## config.mk

```make
export PLATFORM = sky130hd
export DESIGN_NAME = sps_store_unit
export DESIGN_NICKNAME = d
export VERILOG_FILES = /design/src/rtl/sps_pkg.sv /design/src/rtl/sps_prefix_acc.sv /design/src/rtl/sps_disp_form.sv /design/src/rtl/sps_seq.sv /design/src/rtl/sps_store_unit.sv
export SDC_FILE = /design/constraint.sdc
export NUM_CORES = 1
export LEC_CHECK = 0
export CORE_MARGIN = 4
export CORE_UTILIZATION = 62
export DETAILED_ROUTE_END_ITERATION = 10
export DONT_BUFFER_PORTS = 1
export MAX_ROUTING_LAYER = met4
export PLACE_DENSITY = 0.89
export SLEW_MARGIN = 20
export SYNTH_ARGS = -nofsm -noshare
export SYNTH_HDL_FRONTEND = slang
export SYNTH_SLANG_ARGS = --single-unit
```

## constraint.sdc

```tcl
create_clock -name clk -period 4.57 [get_ports clk]
set_clock_uncertainty 0.15 [all_clocks]
set_input_delay 0 -clock clk [delete_from_list [all_inputs] [get_ports clk]]
set_output_delay 0 -clock clk [all_outputs]
set_load 0.02 [all_outputs]
```

## src/rtl/sps_pkg.sv

```systemverilog
package sps_pkg;
  localparam logic [5:0] OP_STORE  = 6'b010110;
  localparam logic [2:0] OP_PREFIX = 3'b110;

  typedef enum logic [1:0] {
    ST_IDLE  = 2'd0,
    ST_READ  = 2'd1,
    ST_WRITE = 2'd2
  } sps_state_e;
endpackage

```

## src/rtl/sps_prefix_acc.sv

```systemverilog
module sps_prefix_acc #(
  parameter int PFX_W    = 13,
  parameter int PFX_SLOTS = 2
) (
  input  logic             clk,
  input  logic             rst_n,
  input  logic             take_pfx,
  input  logic             drop_all,
  input  logic [PFX_W-1:0] pfx_imm,
  output logic [1:0]       pfx_cnt,
  output logic [PFX_W-1:0] pfx_val [PFX_SLOTS]
);
  logic [1:0] cnt_q;

  always_ff @(posedge clk) begin
    if (!rst_n || drop_all) begin
      cnt_q <= '0;
    end else if (take_pfx && cnt_q < 2'(PFX_SLOTS)) begin
      cnt_q <= cnt_q + 2'd1;
    end
  end

  for (genvar s = 0; s < PFX_SLOTS; s++) begin : g_slot
    logic [PFX_W-1:0] slot_q;
    always_ff @(posedge clk) begin
      if (!rst_n) begin
        slot_q <= '0;
      end else if (take_pfx && cnt_q == 2'(s)) begin
        slot_q <= pfx_imm;
      end
    end
    assign pfx_val[s] = slot_q;
  end

  assign pfx_cnt = cnt_q;
endmodule

```

## src/rtl/sps_disp_form.sv

```systemverilog
module sps_disp_form #(
  parameter int XLEN    = 32,
  parameter int PFX_W   = 13,
  parameter int FIELD_W = 6
) (
  input  logic [1:0]         pfx_cnt,
  input  logic [PFX_W-1:0]   pfx_hi,
  input  logic [PFX_W-1:0]   pfx_lo,
  input  logic [FIELD_W-1:0] field,
  output logic [XLEN-1:0]    disp
);
  localparam int ONE_W = PFX_W + FIELD_W;
  localparam int TWO_W = 2 * PFX_W + FIELD_W;

  logic [ONE_W-1:0] one_raw;
  logic [TWO_W-1:0] two_raw;

  assign one_raw = {pfx_hi, field};
  assign two_raw = {pfx_hi, pfx_lo, field};

  always_comb begin
    unique case (pfx_cnt)
      2'd0:    disp = XLEN'({field, 1'b0});
      2'd1:    disp = XLEN'($signed(one_raw));
      default: disp = XLEN'(two_raw);
    endcase
  end
endmodule

```

## src/rtl/sps_seq.sv

```systemverilog
module sps_seq
  import sps_pkg::*;
#(
  parameter int XLEN   = 32,
  parameter int HALF_W = 16,
  parameter int RS_W   = 4
) (
  input  logic              clk,
  input  logic              rst_n,
  input  logic              start,
  input  logic [XLEN-1:0]   addr_in,
  input  logic [RS_W-1:0]   rs_in,
  input  logic [XLEN-1:0]   rf_data,
  output logic [RS_W-1:0]   rf_sel,
  output logic              idle,
  output logic              we,
  output logic [XLEN-1:0]   addr,
  output logic [HALF_W-1:0] data
);
  sps_state_e        state_q;
  logic [XLEN-1:0]   addr_q;
  logic [RS_W-1:0]   rs_q;
  logic [HALF_W-1:0] data_q;

  always_ff @(posedge clk) begin
    if (!rst_n) begin
      state_q <= ST_IDLE;
      addr_q  <= '0;
      rs_q    <= '0;
      data_q  <= '0;
    end else begin
      unique case (state_q)
        ST_IDLE: if (start) begin
          state_q <= ST_READ;
          addr_q  <= addr_in;
          rs_q    <= rs_in;
        end
        ST_READ: begin
          state_q <= ST_WRITE;
          data_q  <= rf_data[HALF_W-1:0];
        end
        default: state_q <= ST_IDLE;
      endcase
    end
  end

  assign rf_sel = rs_q;
  assign idle   = (state_q == ST_IDLE);
  assign we     = (state_q == ST_WRITE);
  assign addr   = addr_q;
  assign data   = data_q;
endmodule

```

## src/rtl/sps_store_unit.sv

```systemverilog
module sps_store_unit
  import sps_pkg::*;
#(
  parameter int XLEN    = 32,
  parameter int NREG    = 16,
  parameter int PFX_W   = 13,
  parameter int FIELD_W = 6
) (
  input  logic                     clk,
  input  logic                     rst_n,
  input  logic                     in_valid,
  output logic                     in_ready,
  input  logic [15:0]              in_word,
  input  logic [XLEN-1:0]          sp,
  output logic [$clog2(NREG)-1:0]  rf_sel,
  input  logic [XLEN-1:0]          rf_data,
  output logic                     busy,
  output logic                     mem_we,
  output logic [1:0]               mem_be,
  output logic [XLEN-1:0]          mem_addr,
  output logic [15:0]              mem_data
);
  localparam int RS_W  = $clog2(NREG);
  localparam int SLOTS = 2;

  logic accept, is_pfx, is_store, idle;
  logic [1:0]         pfx_cnt;
  logic [PFX_W-1:0]   pfx_val [SLOTS];
  logic [XLEN-1:0]    disp;
  logic [FIELD_W-1:0] field;
  logic [RS_W-1:0]    rs_idx;

  assign accept   = in_valid && in_ready;
  assign is_pfx   = (in_word[15:13] == OP_PREFIX);
  assign is_store = (in_word[15:10] == OP_STORE);
  assign field    = in_word[RS_W +: FIELD_W];
  assign rs_idx   = in_word[RS_W-1:0];

  sps_prefix_acc #(.PFX_W(PFX_W), .PFX_SLOTS(SLOTS)) u_pfx (
    .clk      (clk),
    .rst_n    (rst_n),
    .take_pfx (accept && is_pfx),
    .drop_all (accept && !is_pfx),
    .pfx_imm  (in_word[PFX_W-1:0]),
    .pfx_cnt  (pfx_cnt),
    .pfx_val  (pfx_val)
  );

  sps_disp_form #(.XLEN(XLEN), .PFX_W(PFX_W), .FIELD_W(FIELD_W)) u_disp (
    .pfx_cnt (pfx_cnt),
    .pfx_hi  (pfx_val[0]),
    .pfx_lo  (pfx_val[1]),
    .field   (field),
    .disp    (disp)
  );

  sps_seq #(.XLEN(XLEN), .HALF_W(16), .RS_W(RS_W)) u_seq (
    .clk     (clk),
    .rst_n   (rst_n),
    .start   (accept && is_store),
    .addr_in (sp + disp),
    .rs_in   (rs_idx),
    .rf_data (rf_data),
    .rf_sel  (rf_sel),
    .idle    (idle),
    .we      (mem_we),
    .addr    (mem_addr),
    .data    (mem_data)
  );

  assign in_ready = idle;
  assign busy     = !idle;
  assign mem_be   = mem_we ? 2'b11 : 2'b00;
endmodule

```

Word level (Yosys, flattened, before mapping)
Cells that the tools add are included.

Reductions and logical operators: 14. Muxes and demuxes: 4. Multipliers: 0. $add $sub $neg: 2. Shift-type cells: 0. $lt $le $gt $ge: 1. Divide/modulo/power cells: 0. Bitwise operators: 0. Eq/ne operators: 6.

Operator list (number): $pmux W32 S2 (1); $add A32 B32 Y32 (1); $logic_and A1 B1 Y1 (7); $eq A6 B5 Y1 const B (1); $eq A2 B1 Y1 const B (2); $logic_not A2 Y1 (2); $mux W2 (2); $pmux W2 S2 (1); $eq A3 B3 Y1 const B (1); $logic_not A1 Y1 (3); $add A2 B1 Y2 const B (1); $eq A2 B2 Y1 const B (1); $lt A2 B2 Y1 const B (1); $ne A2 B1 Y1 const B (1); $reduce_and A2 Y1 (1); $logic_or A1 B1 Y1 (1).

Register bits after elaboration: 82. RAM bits: 0. Memories kept: 0. Latch bits: 0. Bits in read-only memories: 0.

Longest topological paths before layout
Depth in word-level cells: 5. Gate-level depth with buffers: 16. Mapped depth without buffers: 15.

Hierarchy
From an unflattened synthesis, not the netlist that was laid out.

Cell total of the unflattened synthesis: 665. Area total of the unflattened synthesis: 5243.8 µm².

Modules (own cells, without submodules): sps_seq (area each 1998.2 µm², times used 1, cells an instance 238); sps_store_unit (area each 1742.9 µm², times used 1, cells an instance 246); sps_prefix_acc (area each 1166.1 µm², times used 1, cells an instance 126); sps_disp_form (area each 336.6 µm², times used 1, cells an instance 55).

Worst setup path before layout
OpenSTA, ideal clock, no wires.

Path kind: register to register. From: register u_pfx.cnt_q[1] (netlist: u_pfx.pfx_cnt[1]). To: register u_seq.addr_q[20] (netlist: u_seq.addr[20]). Data arrival time: 3.177 ns. Cell stages (with the launch flop): 17. Slack: 1.181 ns. Setup time: 0.062 ns. Required time: 4.358 ns. Cell sequence: dfxtp_1 inv_1 ha_1 clkbuf_1 inv_1 nand2_1 a22o_1 o21a_1 inv_1 fa_1 and2b_2 o2111ai_2 a311o_1 o21ai_2 a221oi_2 or4_1 nand3_1.

Cells in the longest elaborated chain, start to end: 3. Elaborated cells between the ends (all ways): 4.

Ends and longest elaborated chain: start, declared (RTL line sps_prefix_acc.sv:13) `logic [1:0] cnt_q;`; start signal, assigned (RTL line sps_prefix_acc.sv:19) `cnt_q <= cnt_q + 2'd1;`; $eq A2 B1 Y1 / $logic_not A2 Y1 (equally long branches) (RTL line sps_disp_form.sv:22) `unique case (pfx_cnt)`; $pmux W32 S2 (*) (RTL line sps_disp_form.sv:22); $add A32 B32 Y32 (*) (RTL line sps_store_unit.sv:61) `.addr_in (sp + disp),`; end signal, assigned (RTL line sps_seq.sv:35) `addr_q <= addr_in;`; end, declared (RTL line sps_seq.sv:21) `logic [XLEN-1:0] addr_q;`.

Mark *: on every way between the ends. The rest lies on a longest branch, timed or not. A chain may end at the register's enable or synchronous reset.

Final worst setup path
From: register u_pfx.cnt_q[1] (netlist: u_pfx.pfx_cnt[1]). To: register u_seq.addr_q[29] (netlist: u_seq.addr[29]).

The elaborated chain is that of the path after synthesis.

==> flow_summary.json <==
{
  "status": "finished, final reports clean",
  "core_area_sq_um": 7890,
  "cts_hold_repair.buffers": 52,
  "htreeDepth": 3,
  "gp_congestion": 0.957,
  "ant_nets": 0,
  "io_pins": 140,
  "start_kind": "flip-flop",
  "die_w_um": 98.9,
  "hold_path_class": "in2reg",
  "hpwlAfterDp_um": 11000,
  "via_count": 5285,
  "synth.distinct_cells": 66,
  "netlist_area_sq_um": 5120,
  "synth_warnings": 0,
  "tightest_slew_ns": 1.14,
  "grt_pass1_vias": 5174,
  "cts_tree": "yes",
  "required_ns": 4.64,
  "fmax_mhz": 250,
  "clk_latency_ns": 0.36,
  "layout.nets": 844,
  "drt_iter0_drc": 394,
  "synth-main-ff-cell": "dfxtp_1",
  "grt_usage": 0.325,
  "ys_seq_area_frac": 0.320,
  "antenna_found_initial": 0,
  "netlist_top_cells_area": "dfxtp_1 32%, nand2_1 12%, a21oi_1 9.3%",
  "timing.final.setup_violations": 0,
  "vias_per_cell": 6.34,
  "synth_most_common_cell": "nand2_1",
  "dieArea_sq_um": 9780,
  "grt_overflow_total": 0,
  "period_share": 0.876,
  "slew_headroom": 0.241,
  "fin_crit_ns": 4.00,
  "synth_edf_count": 0,
  "synthArstFlopShare": 0,
  "yosysTopAreaCell": "dfxtp_1",
  "grt_pass1_wl_um": 25100,
  "crit_fanout": 16,
  "grt_max_degree": 73,
  "synth_top_area_frac": 0.320,
  "synthCells": 699,
  "wl_um": 16000,
  "criticalPathCategory": "reg2reg",
  "synth_common_cells": "166 x nand2_1, 95 x a21oi_1, 82 x dfxtp_1, 34 x ha_1, 34 x nor2_1",
  "ys_ff_latch": 82,
  "hold_viol_final": 0,
  "synth.avg_cell_area_sq_um": 7.33,
  "start_util": 0.649,
  "io_buffers": 0,
  "powerDensity_nw_per_um2": 255,
  "ir_worst_vdd_mv": 0.236,
  "diodes": 0,
  "cts.repair.resized": 0,
  "drc": 0,
  "fin_setup_tns_ns": 0,
  "clock-root-buffer": "clkbuf_8",
  "crit_arrival_ns": 4.07,
  "areaGrowthSynthToFinish_pct": 13.9,
  "clk_path_buf_depth": 2,
  "firstDrtPassIters": 5,
  "postCtsSetupRepairBufs": 0,
  "end_kind": "flip-flop",
  "final_util": 0.740,
  "place_area_sq_um": 5110,
  "finalMaxSlewViolations": 0,
  "p_leak_nw": 2.32,
  "rows": 32,
  "cts_buffers": 9,
  "final_area_sq_um": 5840,
  "syn-num-nets": 817,
  "path_clk_slew_ns": 0.09,
  "drive_gt1_frac": 0.0451,
  "drv_cap": 0,
  "die_y_um": 98.9,
  "clock-sinks": 82,
  "rsz0062_at_grt": "no",
  "wl_per_cell_um": 19.2
}
## registers in the layout (all words and copies together) (netlist names)
signal               cells
u_seq.addr              32
u_pfx.g_slot.slot_q     26
u_seq.rf_sel             4
u_pfx.pfx_cnt            2
u_seq.data              16
u_seq.state_q            2
## per-layer routing
metal,up-vias,routed length (um),global-route usage
met5,-,0,-
met4,0,478,0.120
met3,51,1370,0.0538
met2,298,7810,0.534
met1,2430,6370,0.400
li1,2506,-,-
## cell usage in the layout (no fill, tap or decap), types with 5 or more instances in the layout
cell type	count
and3_1	9
nand2_1	166
o21a_1	6
buf_4	5
inv_1	21
xnor2_1	12
nand4_1	12
xor2_1	6
o221ai_1	5
dlygate4sd3_1	52
nor2_1	34
nor2b_1	7
ha_1	34
a21oi_1	95
a31oi_1	8
nor3_1	5
nand3_1	21
o21bai_1	6
o21ai_0	33
dfxtp_1	82
and2_1	11
a21o_1	23
clkbuf_8	9
## cell type report
class	instances	area (sq um)
fill	597	2050
timing repair buffer	57	558
clock inverter	7	75.1
sequential	82	1640
tap	102	128
clock buffer	9	124
inverter	22	82.6
multi-input combinational	554	3230
## power breakdown
group | switching (mW) | internal (mW) | total (mW)
combinational | 0.120 | 0.0878 | 0.207
sequential | 0.00652 | 0.719 | 0.725
clock | 0.299 | 0.257 | 0.555
## critical path, cell delays in order (launching register included)
cell and delay (ns):
dfxtp_1 0.34, inv_1 0.13, ha_1 0.50, nand2_1 0.33
a22oi_1 0.30, nor2_1 0.10, ha_1 0.37, a21o_1 0.23
a31oi_1 0.22, a31oi_2 0.19, o21ai_1 0.41, o221ai_1 0.28
mux2i_1 0.22, a31oi_1 0.10
## kinds of logic after synthesis
| family | synth area share |
|---|---|
| buffers and inverters | 0.0498 |
| adder cells (fa/ha/maj) | 0.0870 |
| AND/OR/NAND/NOR | 0.250 |
| AO/OA/AOI/OAI | 0.254 |
| XOR/XNOR | 0.0308 |
| flip-flops | 0.320 |
| multiplexers | 0.00782 |
## final timing paths
path | startpoint | endpoint | slack [ns] | cells after the start
hold / removal | sp[14] | u_seq.addr[14]$_SDFFE_PN0P_ | 0.005 | 4
hold reg to reg | u_pfx.g_slot[1].slot_q[4]$_SDFFE_PN0P_ | u_pfx.g_slot[1].slot_q[4]$_SDFFE_PN0P_ | 0.31 | 2
setup reg to reg | u_pfx.pfx_cnt[1]$_SDFFE_PP0P_ | u_seq.addr[29]$_SDFFE_PN0P_ | 0.57 | 13
setup / recovery | u_pfx.pfx_cnt[1]$_SDFFE_PP0P_ | u_seq.addr[29]$_SDFFE_PN0P_ | 0.57 | 13
## through the flow
step	cells	hold slack (ns)	setup WS (ns)	total power [mW]
floorplan	699	-0.0140	1.18	0.868
global placement	765	-0.0123	0.895	0.892
detailed placement	765	-0.00681	0.733	0.899
CTS	833	0.00152	0.719	1.48
global route	833	0.0318	0.399	1.54
finish	833	0.00481	0.566	1.49
(Power assumes the default switching activity.)
